## config.mk

```make
export PLATFORM = sky130hd
export DESIGN_NAME = pcm_serial_rx
export DESIGN_NICKNAME = d
export VERILOG_FILES = /design/src/rtl/pcm_rx_pkg.sv /design/src/rtl/pcm_rx_framer.sv /design/src/rtl/pcm_rx_shifter.sv /design/src/rtl/pcm_rx_extend.sv /design/src/rtl/pcm_serial_rx.sv
export SDC_FILE = /design/constraint.sdc
export NUM_CORES = 1
export LEC_CHECK = 0
export BUFFER_PORTS_ARGS = -buffer_cell sky130_fd_sc_hd__buf_4
export CAP_MARGIN = 5
export CORE_UTILIZATION = 51
export DETAILED_ROUTE_END_ITERATION = 16
export GPL_TIMING_DRIVEN = 1
export HOLD_SLACK_MARGIN = 0.03
export PLACE_DENSITY = 0.87
export SYNTH_ARGS = -nofsm -noshare
export SYNTH_HDL_FRONTEND = slang
export SYNTH_SLANG_ARGS = --single-unit
```

## constraint.sdc

```tcl
create_clock -name clk_bit -period 2.65 [get_ports clk_bit]
set_clock_uncertainty 0.05 [all_clocks]
set_input_delay 0.265 -clock clk_bit [delete_from_list [all_inputs] [get_ports clk_bit]]
set_output_delay 0.265 -clock clk_bit [all_outputs]
set_load 0.02 [all_outputs]
```

## src/rtl/pcm_rx_pkg.sv

```systemverilog
`timescale 1ns/1ps
package pcm_rx_pkg;
   typedef enum logic [1:0] {
      FMT_I2S  = 2'd0,
      FMT_LEFT = 2'd1,
      FMT_RGHT = 2'd2,
      FMT_DSP  = 2'd3
   } fmt_e;

   typedef enum logic [1:0] {
      WID_FULL  = 2'd0,
      WID_MID   = 2'd1,
      WID_SHORT = 2'd2,
      WID_ALT   = 2'd3
   } wid_e;
endpackage

```

## src/rtl/pcm_rx_framer.sv

```systemverilog
`timescale 1ns/1ps
// Tracks frame-line changes and counts bit-clock edges since the last start.
module pcm_rx_framer #(
   parameter int CNT_W = 7
) (
   input  logic             clk_bit,
   input  logic             rst_n,
   input  logic             frame_i,
   input  logic             marker_only,
   output logic             start_o,
   output logic [CNT_W-1:0] pos_o,
   output logic             lvl_prev_o,
   output logic             armed_o
);
   localparam logic [CNT_W-1:0] POS_SAT = '1;

   logic             primed_q;
   logic             lvl_q;
   logic             armed_q;
   logic [CNT_W-1:0] cnt_q;

   always_comb begin
      start_o = primed_q && (frame_i != lvl_q) && (!marker_only || frame_i);
      if (start_o)
         pos_o = '0;
      else if (cnt_q == POS_SAT)
         pos_o = POS_SAT;
      else
         pos_o = cnt_q + 1'b1;
   end

   always_ff @(posedge clk_bit or negedge rst_n) begin
      if (!rst_n) begin
         primed_q <= 1'b0;
         lvl_q    <= 1'b0;
         armed_q  <= 1'b0;
         cnt_q    <= POS_SAT;
      end else begin
         primed_q <= 1'b1;
         lvl_q    <= frame_i;
         cnt_q    <= pos_o;
         if (start_o)
            armed_q <= 1'b1;
      end
   end

   assign lvl_prev_o = lvl_q;
   assign armed_o    = armed_q;
endmodule

```

## src/rtl/pcm_rx_shifter.sv

```systemverilog
`timescale 1ns/1ps
// Keeps the most recent OUT_W serial bits, newest in bit 0.
module pcm_rx_shifter #(
   parameter int OUT_W = 24
) (
   input  logic             clk_bit,
   input  logic             rst_n,
   input  logic             sdata_i,
   output logic [OUT_W-1:0] hist_o,
   output logic [OUT_W-1:0] next_o
);
   logic [OUT_W-1:0] hist_q;

   assign next_o = {hist_q[OUT_W-2:0], sdata_i};
   assign hist_o = hist_q;

   always_ff @(posedge clk_bit or negedge rst_n) begin
      if (!rst_n)
         hist_q <= '0;
      else
         hist_q <= next_o;
   end
endmodule

```

## src/rtl/pcm_rx_extend.sv

```systemverilog
`timescale 1ns/1ps
// Takes the low bits of a window and sign-extends them to the full width.
module pcm_rx_extend
   import pcm_rx_pkg::*;
#(
   parameter int OUT_W   = 24,
   parameter int W_MID   = 20,
   parameter int W_SHORT = 16
) (
   input  logic [OUT_W-1:0] window_i,
   input  wid_e             width_i,
   output logic [OUT_W-1:0] word_o
);
   localparam int N_LEN = 3;

   logic [OUT_W-1:0] cand [N_LEN];

   for (genvar g = 0; g < N_LEN; g++) begin : g_len
      localparam int LEN = (g == 0) ? OUT_W : ((g == 1) ? W_MID : W_SHORT);
      if (LEN == OUT_W) begin : g_full
         assign cand[g] = window_i;
      end else begin : g_ext
         assign cand[g] = {{(OUT_W-LEN){window_i[LEN-1]}}, window_i[LEN-1:0]};
      end
   end

   always_comb begin
      unique case (width_i)
         WID_MID:   word_o = cand[1];
         WID_SHORT: word_o = cand[2];
         default:   word_o = cand[0];
      endcase
   end
endmodule

```

## src/rtl/pcm_serial_rx.sv

```systemverilog
`timescale 1ns/1ps
// Stereo serial PCM receiver: four framings, three word lengths.
module pcm_serial_rx
   import pcm_rx_pkg::*;
#(
   parameter int OUT_W   = 24,
   parameter int W_MID   = 20,
   parameter int W_SHORT = 16
) (
   input  logic             clk_bit,
   input  logic             rst_n,
   input  logic             frame_i,
   input  logic             sdata_i,
   input  logic [1:0]       cfg_mode,
   input  logic [1:0]       cfg_width,
   output logic [OUT_W-1:0] left_data,
   output logic             left_valid,
   output logic [OUT_W-1:0] right_data,
   output logic             right_valid
);
   localparam int CNT_W = $clog2(2*OUT_W + 1) + 1;
   localparam logic [CNT_W-1:0] LEN_FULL  = CNT_W'(OUT_W);
   localparam logic [CNT_W-1:0] LEN_MID   = CNT_W'(W_MID);
   localparam logic [CNT_W-1:0] LEN_SHORT = CNT_W'(W_SHORT);

   if (W_SHORT < 2 || W_MID <= W_SHORT || OUT_W <= W_MID) begin : g_bad_len
      $error("pcm_serial_rx: word lengths must satisfy 2 <= W_SHORT < W_MID < OUT_W");
   end

   fmt_e fmt;
   wid_e wid;
   assign fmt = fmt_e'(cfg_mode);
   assign wid = wid_e'(cfg_width);

   logic             start;
   logic [CNT_W-1:0] pos;
   logic             lvl_prev;
   logic             armed;
   logic [OUT_W-1:0] hist;
   logic [OUT_W-1:0] hist_next;
   logic [OUT_W-1:0] window;
   logic [OUT_W-1:0] word;
   logic [CNT_W-1:0] len;
   logic             take_l;
   logic             take_r;

   pcm_rx_framer #(.CNT_W(CNT_W)) i_framer (
      .clk_bit     (clk_bit),
      .rst_n       (rst_n),
      .frame_i     (frame_i),
      .marker_only (fmt == FMT_DSP),
      .start_o     (start),
      .pos_o       (pos),
      .lvl_prev_o  (lvl_prev),
      .armed_o     (armed)
   );

   pcm_rx_shifter #(.OUT_W(OUT_W)) i_shifter (
      .clk_bit (clk_bit),
      .rst_n   (rst_n),
      .sdata_i (sdata_i),
      .hist_o  (hist),
      .next_o  (hist_next)
   );

   // Right-justified words end before the edge that sees the frame change.
   assign window = (fmt == FMT_RGHT) ? hist : hist_next;

   pcm_rx_extend #(.OUT_W(OUT_W), .W_MID(W_MID), .W_SHORT(W_SHORT)) i_extend (
      .window_i (window),
      .width_i  (wid),
      .word_o   (word)
   );

   always_comb begin
      unique case (wid)
         WID_MID:   len = LEN_MID;
         WID_SHORT: len = LEN_SHORT;
         default:   len = LEN_FULL;
      endcase
   end

   always_comb begin
      take_l = 1'b0;
      take_r = 1'b0;
      unique case (fmt)
         FMT_I2S: begin
            take_l = (pos == len) && !frame_i;
            take_r = (pos == len) &&  frame_i;
         end
         FMT_LEFT: begin
            take_l = (pos == len - 1'b1) &&  frame_i;
            take_r = (pos == len - 1'b1) && !frame_i;
         end
         FMT_RGHT: begin
            take_l = start && armed &&  lvl_prev;
            take_r = start && armed && !lvl_prev;
         end
         default: begin
            take_l = (pos == len - 1'b1);
            take_r = (pos == {len[CNT_W-2:0], 1'b0} - 1'b1);
         end
      endcase
   end

   always_ff @(posedge clk_bit or negedge rst_n) begin
      if (!rst_n) begin
         left_data   <= '0;
         right_data  <= '0;
         left_valid  <= 1'b0;
         right_valid <= 1'b0;
      end else begin
         left_valid  <= take_l;
         right_valid <= take_r;
         if (take_l)
            left_data <= word;
         if (take_r)
            right_data <= word;
      end
   end
endmodule

```

==> results of run 1 <==
## registers in the layout (all words and copies together), names as in the netlist
| name | count |
|---|---|
| right_data | 24 |
| i_shifter.hist_o | 24 |
| i_framer.cnt_q | 7 |
| left_data | 24 |
| right_valid | 1 |
| left_valid | 1 |
| i_framer.lvl_prev_o | 1 |
| i_framer.primed_q | 1 |
| i_framer.armed_o | 1 |
## critical path, cell delays in order (launching register included)
cell and delay (ns):
dfstp_2 0.56, ha_4 0.14, inv_2 0.03, or4b_1 0.46, or4_4 0.54, o31ai_4 0.23, a21o_1 0.16, buf_12 0.16
mux2_2 0.34
## cells by family (layout without fill, tap and decap cells)
family                     Yosys count  count (layout)  synth area share
xor gates and xnor gates             7               7            0.0167
buffers and inverters               35             124            0.0468
adders and majority gates            4               4            0.0137
DFF                                 84              84             0.576
muxes                               57              57             0.168
other                                1               1           0.00102
and+or+nand+nor                     44              44            0.0714
AOI/OAI and AO/OA                   52              52             0.107
## layout make-up
| cell class | instances | area (sq um) | area share |
|---|---|---|---|
| flip-flops and latches | 84 | 2110 | 0.450 |
| well taps | 96 | 120 | 0.0256 |
| inverters | 21 | 78.8 | 0.0168 |
| repair buffers | 87 | 721 | 0.154 |
| clock inverters | 6 | 71.3 | 0.0152 |
| multi-input cells | 165 | 1460 | 0.311 |
| clock buffers | 10 | 128 | 0.0272 |
## power by group
| part | switching (mW) | internal, mW |
|---|---|---|
| sequential | 0.264 | 1.70 |
| clock | 0.477 | 0.447 |
| combinational | 1.02 | 0.918 |
| total | 1.76 | 3.07 |
## layer usage
| metal | track usage | vias up |
|---|---|---|
| li1 | - | 1170 |
| met1 | 0.312 | 1307 |
| met2 | 0.362 | 77 |
| met3 | 0.0381 | 19 |
| met4 | 0.102 | 0 |
| met5 | 0 | - |
## cells in the mapped netlist (all sizes together), types with 2 or more instances
cell type and n:
mux2 23, o31ai 2, inv 21, xnor2 4, o21ai 6, a31oi 2, a211oi 15, nand4 2
nand2b 3, and2 2, nor2 6, mux2i 34, and4 2, nand2 13, or2 3, dfrtp 77
nor4 3, clkbuf 6, nand3 3, dfstp 7, a21oi 17, buf 8, ha 4, xor2 3
## final timing paths
kind,depth (start not counted),to,start
max,8,left_data[16],i_framer.cnt_q[0]
min,1,left_data[22],rst_n
max reg2reg,8,left_data[16],i_framer.cnt_q[0]
min reg2reg,0,i_shifter.hist_o[22],i_shifter.hist_o[21]
max in group asynchronous,1,right_data[16],rst_n
min in group clk_bit,2,i_framer.lvl_prev_o,frame_i
## timing repair
action	4_1_cts	5_1_grt
endpoints found under the hold margin	1	0
pin swaps	1	1
gates resized for setup	11	6
setup endpoints to repair	43	49
hold buffers	1	0
## per-stage QoR
stage                     utilization  setup slack, ns  instance area, sq um  instances  total power, mW
after CTS                       0.680           -0.123                  4670        469             4.84
after detailed placement        0.643           -0.225                  4420        452             3.87
after global routing            0.683           -0.181                  4690        469             5.08
after global placement          0.643           -0.124                  4420        452             3.80
final                           0.683           -0.128                  4690        469             4.82
after floorplan                     -           -0.204                  3710        284             3.01
==> results.toml, run 1 <==
[sta]
fin_hold_ws_ns = 0.0221
period_share = 1.05
rsz0062_at_grt = "yes"
fmax_ghz = 0.360
period_minus_slack_ns = 2.78
setup_ws_ns = -0.128
tightest_slew_ns = 1.02
hold_viol = 0
slew_violations = 0
relSlewSlack = 0.321
fin_tns_setup_ns = -2.64
setup_violations = 35

[drt]
drtPass1Iterations = 4
wl_met2_um = 3890
via_per_inst = 5.49
wl_met3_um = 292
dr.max_layer_used = "met4"
drt_iter0_drc = 197
via_count = 2573
drt-met1-wl_um = 3500
wl_um = 7870
remaining_drc_errors = 0
routedWlPerCell_um = 16.8
drtAntennaViolNets = 0

[logic_synthesis]
yosys.area.top_type_share = 0.526
yosys.area.top_type = "dfrtp_1"
yosysSeqAreaShare = 0.576
synthCells = 284
synthesis.area_sq_um = 3660
yosys_warnings = 0
synth_edf_count = 0
ys.flop_type = "dfrtp_1"
synth.area.top_cells = "dfrtp_1, mux2i_1, dfstp_2"
synth-async-reset-ratio = 1.00
synth_cell_types = 51
ys_ff_latch = 84
syn_nets = 296
postSynthAreaPerCell_sq_um = 12.9

[floorplan]
start_util = 0.533
die_w_um = 86.8
ios = 58
dieArea_sq_um = 7530
fp-row-count = 30
coreArea_sq_um = 6870
dieHeight_um = 86.8

[min_path]
hold_class = "input pin to async pin"

[placed_design]
hpwl_um = 5330
gp_congestion = 0.790
port_buffers = 57

[layout]
final_cell_mix = "buf_4, dfrtp_1, mux2i_1, inv_1, a211oi_1"
fill_cells = 473
layout.nets = 380
num_antenna_cells = 0
final_common_cell = "buf_4"
drive_above_1_share = 0.405
area_delta_synth_final_pct = 28.0

[cts]
numClockSinks = 84
clk_path_buf_depth = 2
cts.clk_slew.worst_paths_ns = 0.08
cts-root-buf = "clkbuf_8"
htreeDepth = 3
cts_setup_buffers = 0
clk_latency_ns = 0.35
cts_buffers = 9
cts_tree = "done"

[pwr]
leakagePower_nw = 2.36
p_per_area_nw_per_um2 = 1030
vdd_ir_drop_max_mv = 0.693

[critical_path]
worstSetupStartpointType = "register"
arrival_ns = 2.97
cp_max_fo = 12
path_class = "register to register"
end_kind = "register"
required_ns = 2.84
reg2reg_slack_ns = -0.13

[global_routing]
antenna_found_initial = 0
grt_overflow = 0
grt_pass1_wl_um = 12900
grt_max_degree = 85
grt_pass1_vias = 2611
grtUsageTotal = 0.229

[flow_run]
maxCapViolCount = 0

[run_status]
status = "finished, violations left"
violations = "setup timing"
Note: power is estimated with default switching activity, not from simulation.
==> inputs of run 2 (changes only) <==
--- a/config.mk
+++ b/config.mk
@@ -7,6 +7,7 @@
 export LEC_CHECK = 0
 export BUFFER_PORTS_ARGS = -buffer_cell sky130_fd_sc_hd__buf_4
 export CAP_MARGIN = 5
+export CORE_ASPECT_RATIO = 0.5
 export CORE_UTILIZATION = 51
 export DETAILED_ROUTE_END_ITERATION = 16
 export GPL_TIMING_DRIVEN = 1
==> run 2 against run 1 <==
Compared with the run above:
- the run still ends with setup timing left
- power is 14% higher
- die area rose by 0.27%
- via count is 9.6% higher
- sequential share of layout area is 2.5 points lower
- first-iteration DRC count fell by 19%
- worst hold slack improved by 0.026 ns
- critical path type unchanged
==> results.toml, run 2 (synthesis results as in run 1) <==
[flow_run]
maxCapViolCount = 0

[layout]
multi_input_area_sq_um = 1540
final_cells = 477
drive_above_1_share = 0.447
num_antenna_cells = 0
layout.nets = 392
fill_cells = 366
postLayoutCoreUtil = 0.730
final_cell_mix = "buf_4, dfrtp_1, mux2i_1, inv_1, a211oi_1"
regArea_sq_um = 2110
area_delta_synth_final_pct = 35.6
final_common_cell = "buf_4"

[floorplan]
dieHeight_um = 61.9
die_w_um = 122
coreArea_sq_um = 6810
dieArea_sq_um = 7550
fp-row-count = 21
ios = 58
start_util = 0.538

[drt]
drtPass1Iterations = 5
drt_iter0_drc = 159
routedWlPerCell_um = 22.6
via_count = 2821
via_per_inst = 5.91
remaining_drc_errors = 0
drtAntennaViolNets = 0
wl_um = 10800

[critical_path]
end_kind = "register"
cp_max_fo = 3
crit_top_cell = "buf_4"
required_ns = 2.83
critPathMaxStageDelay_ns = 0.57
arrival_ns = 3.15
cp_slowest_cell = "dfstp_2"
crit_chain = "buf_4, and4_1, o22ai_2, buf_4, xor2_1, or4_4, o31ai_4, a21o_1, buf_4, mux2_2"
path_class = "register to register"
worstSetupStartpointType = "register"

[cts]
htreeDepth = 3
clk_latency_ns = 0.34
clk_path_buf_depth = 2
cts_buffers = 9
cts.clk_slew.worst_paths_ns = 0.06
numClockSinks = 84
cts-root-buf = "clkbuf_16"
cts_tree = "done"

[global_routing]
grt_pass1_vias = 2810
grtUsageTotal = 0.290
grt_overflow = 0
grt_pass1_wl_um = 15600
grt_max_degree = 85
antenna_found_initial = 0

[sta]
period_minus_slack_ns = 2.97
fin_tns_setup_ns = -10.62
relSlewSlack = 0.315
fmax_ghz = 0.337
slew_violations = 0
setup_ws_ns = -0.319
rsz0062_at_grt = "yes"
hold_viol = 0
setup_violations = 50
period_share = 1.12
tightest_slew_ns = 1.03
fin_hold_ws_ns = 0.0478

[min_path]
hold_class = "input pin to async pin"

[pwr]
vdd_ir_drop_max_mv = 0.580
p_per_area_nw_per_um2 = 1100
power_mw = 5.49
leakagePower_nw = 2.48

[run_status]
status = "finished, violations left"
violations = "setup timing"

[placed_design]
gp_congestion = 0.909
hpwl_um = 5710
port_buffers = 57
dpl.cell_count = 451
## run 2: changes by cell type in the layout (fill, tap and decap cells not counted), sizes merged
| cell | delta |
|---|---|
| buf | +12 |
## run 2: through the flow
stage | setup WS, ns | instance area (sq um)
floorplan | -0.204 | 3710
global route | -0.388 | 4970
finish | -0.319 | 4970
detailed placement | -0.469 | 4420
CTS | -0.215 | 4850
global placement | -0.305 | 4420
## run 2: path summary, 6_finish.rpt
check	slack, ns	depth (start not counted)	startpoint	to
hold reg to reg	0.35	0	i_shifter.hist_o[13]	i_shifter.hist_o[14]
min in group clk_bit	0.17	2	frame_i	i_framer.lvl_prev_o
hold / removal	0.05	1	rst_n	right_data[10]
setup reg to reg	-0.32	10	i_framer.cnt_q[0]	left_data[16]
max in group asynchronous	1.85	1	rst_n	right_data[1]
setup / recovery	-0.32	10	i_framer.cnt_q[0]	left_data[16]
## run 2: power breakdown
group          leakage, nW  internal [mW]  switching, mW
clock                0.144          0.739          0.535
sequential           0.977           1.70          0.301
combinational         1.36           1.04           1.17
## run 2: area by class of cell
type | count | area share
clock inverters | 6 | 0.0139
repair buffers | 99 | 0.166
flip-flops and latches | 84 | 0.425
clock buffers | 10 | 0.0461
multi-input cells | 165 | 0.310
well taps | 92 | 0.0232
inverters | 21 | 0.0159
## run 2: worst max-delay path: cells and delay by family (launching register included)
family | cells | cell delay, ns
buf+inv | 3 | 0.45
simple gates | 2 | 0.70
compound gates | 3 | 0.61
flops | 1 | 0.57
mux | 1 | 0.33
xor+xnor | 1 | 0.13
## run 2: timing repair
action,in CTS,in global routing
gates resized for setup,9,21
pin swaps,4,6
hold buffers,1,0
setup endpoints to repair,50,50
hold endpoints to repair,1,0
buffers inserted,6,4
## run 2: routing by layer
| metal | up-vias | part of all wire | GRT usage |
|---|---|---|---|
| li1 | 1199 | - | - |
| met1 | 1455 | 0.38 | 0.322 |
| met2 | 126 | 0.52 | 0.526 |
| met3 | 41 | 0.057 | 0.0976 |
| met4 | 0 | 0.042 | 0.131 |
| met5 | - | 0 | 0 |
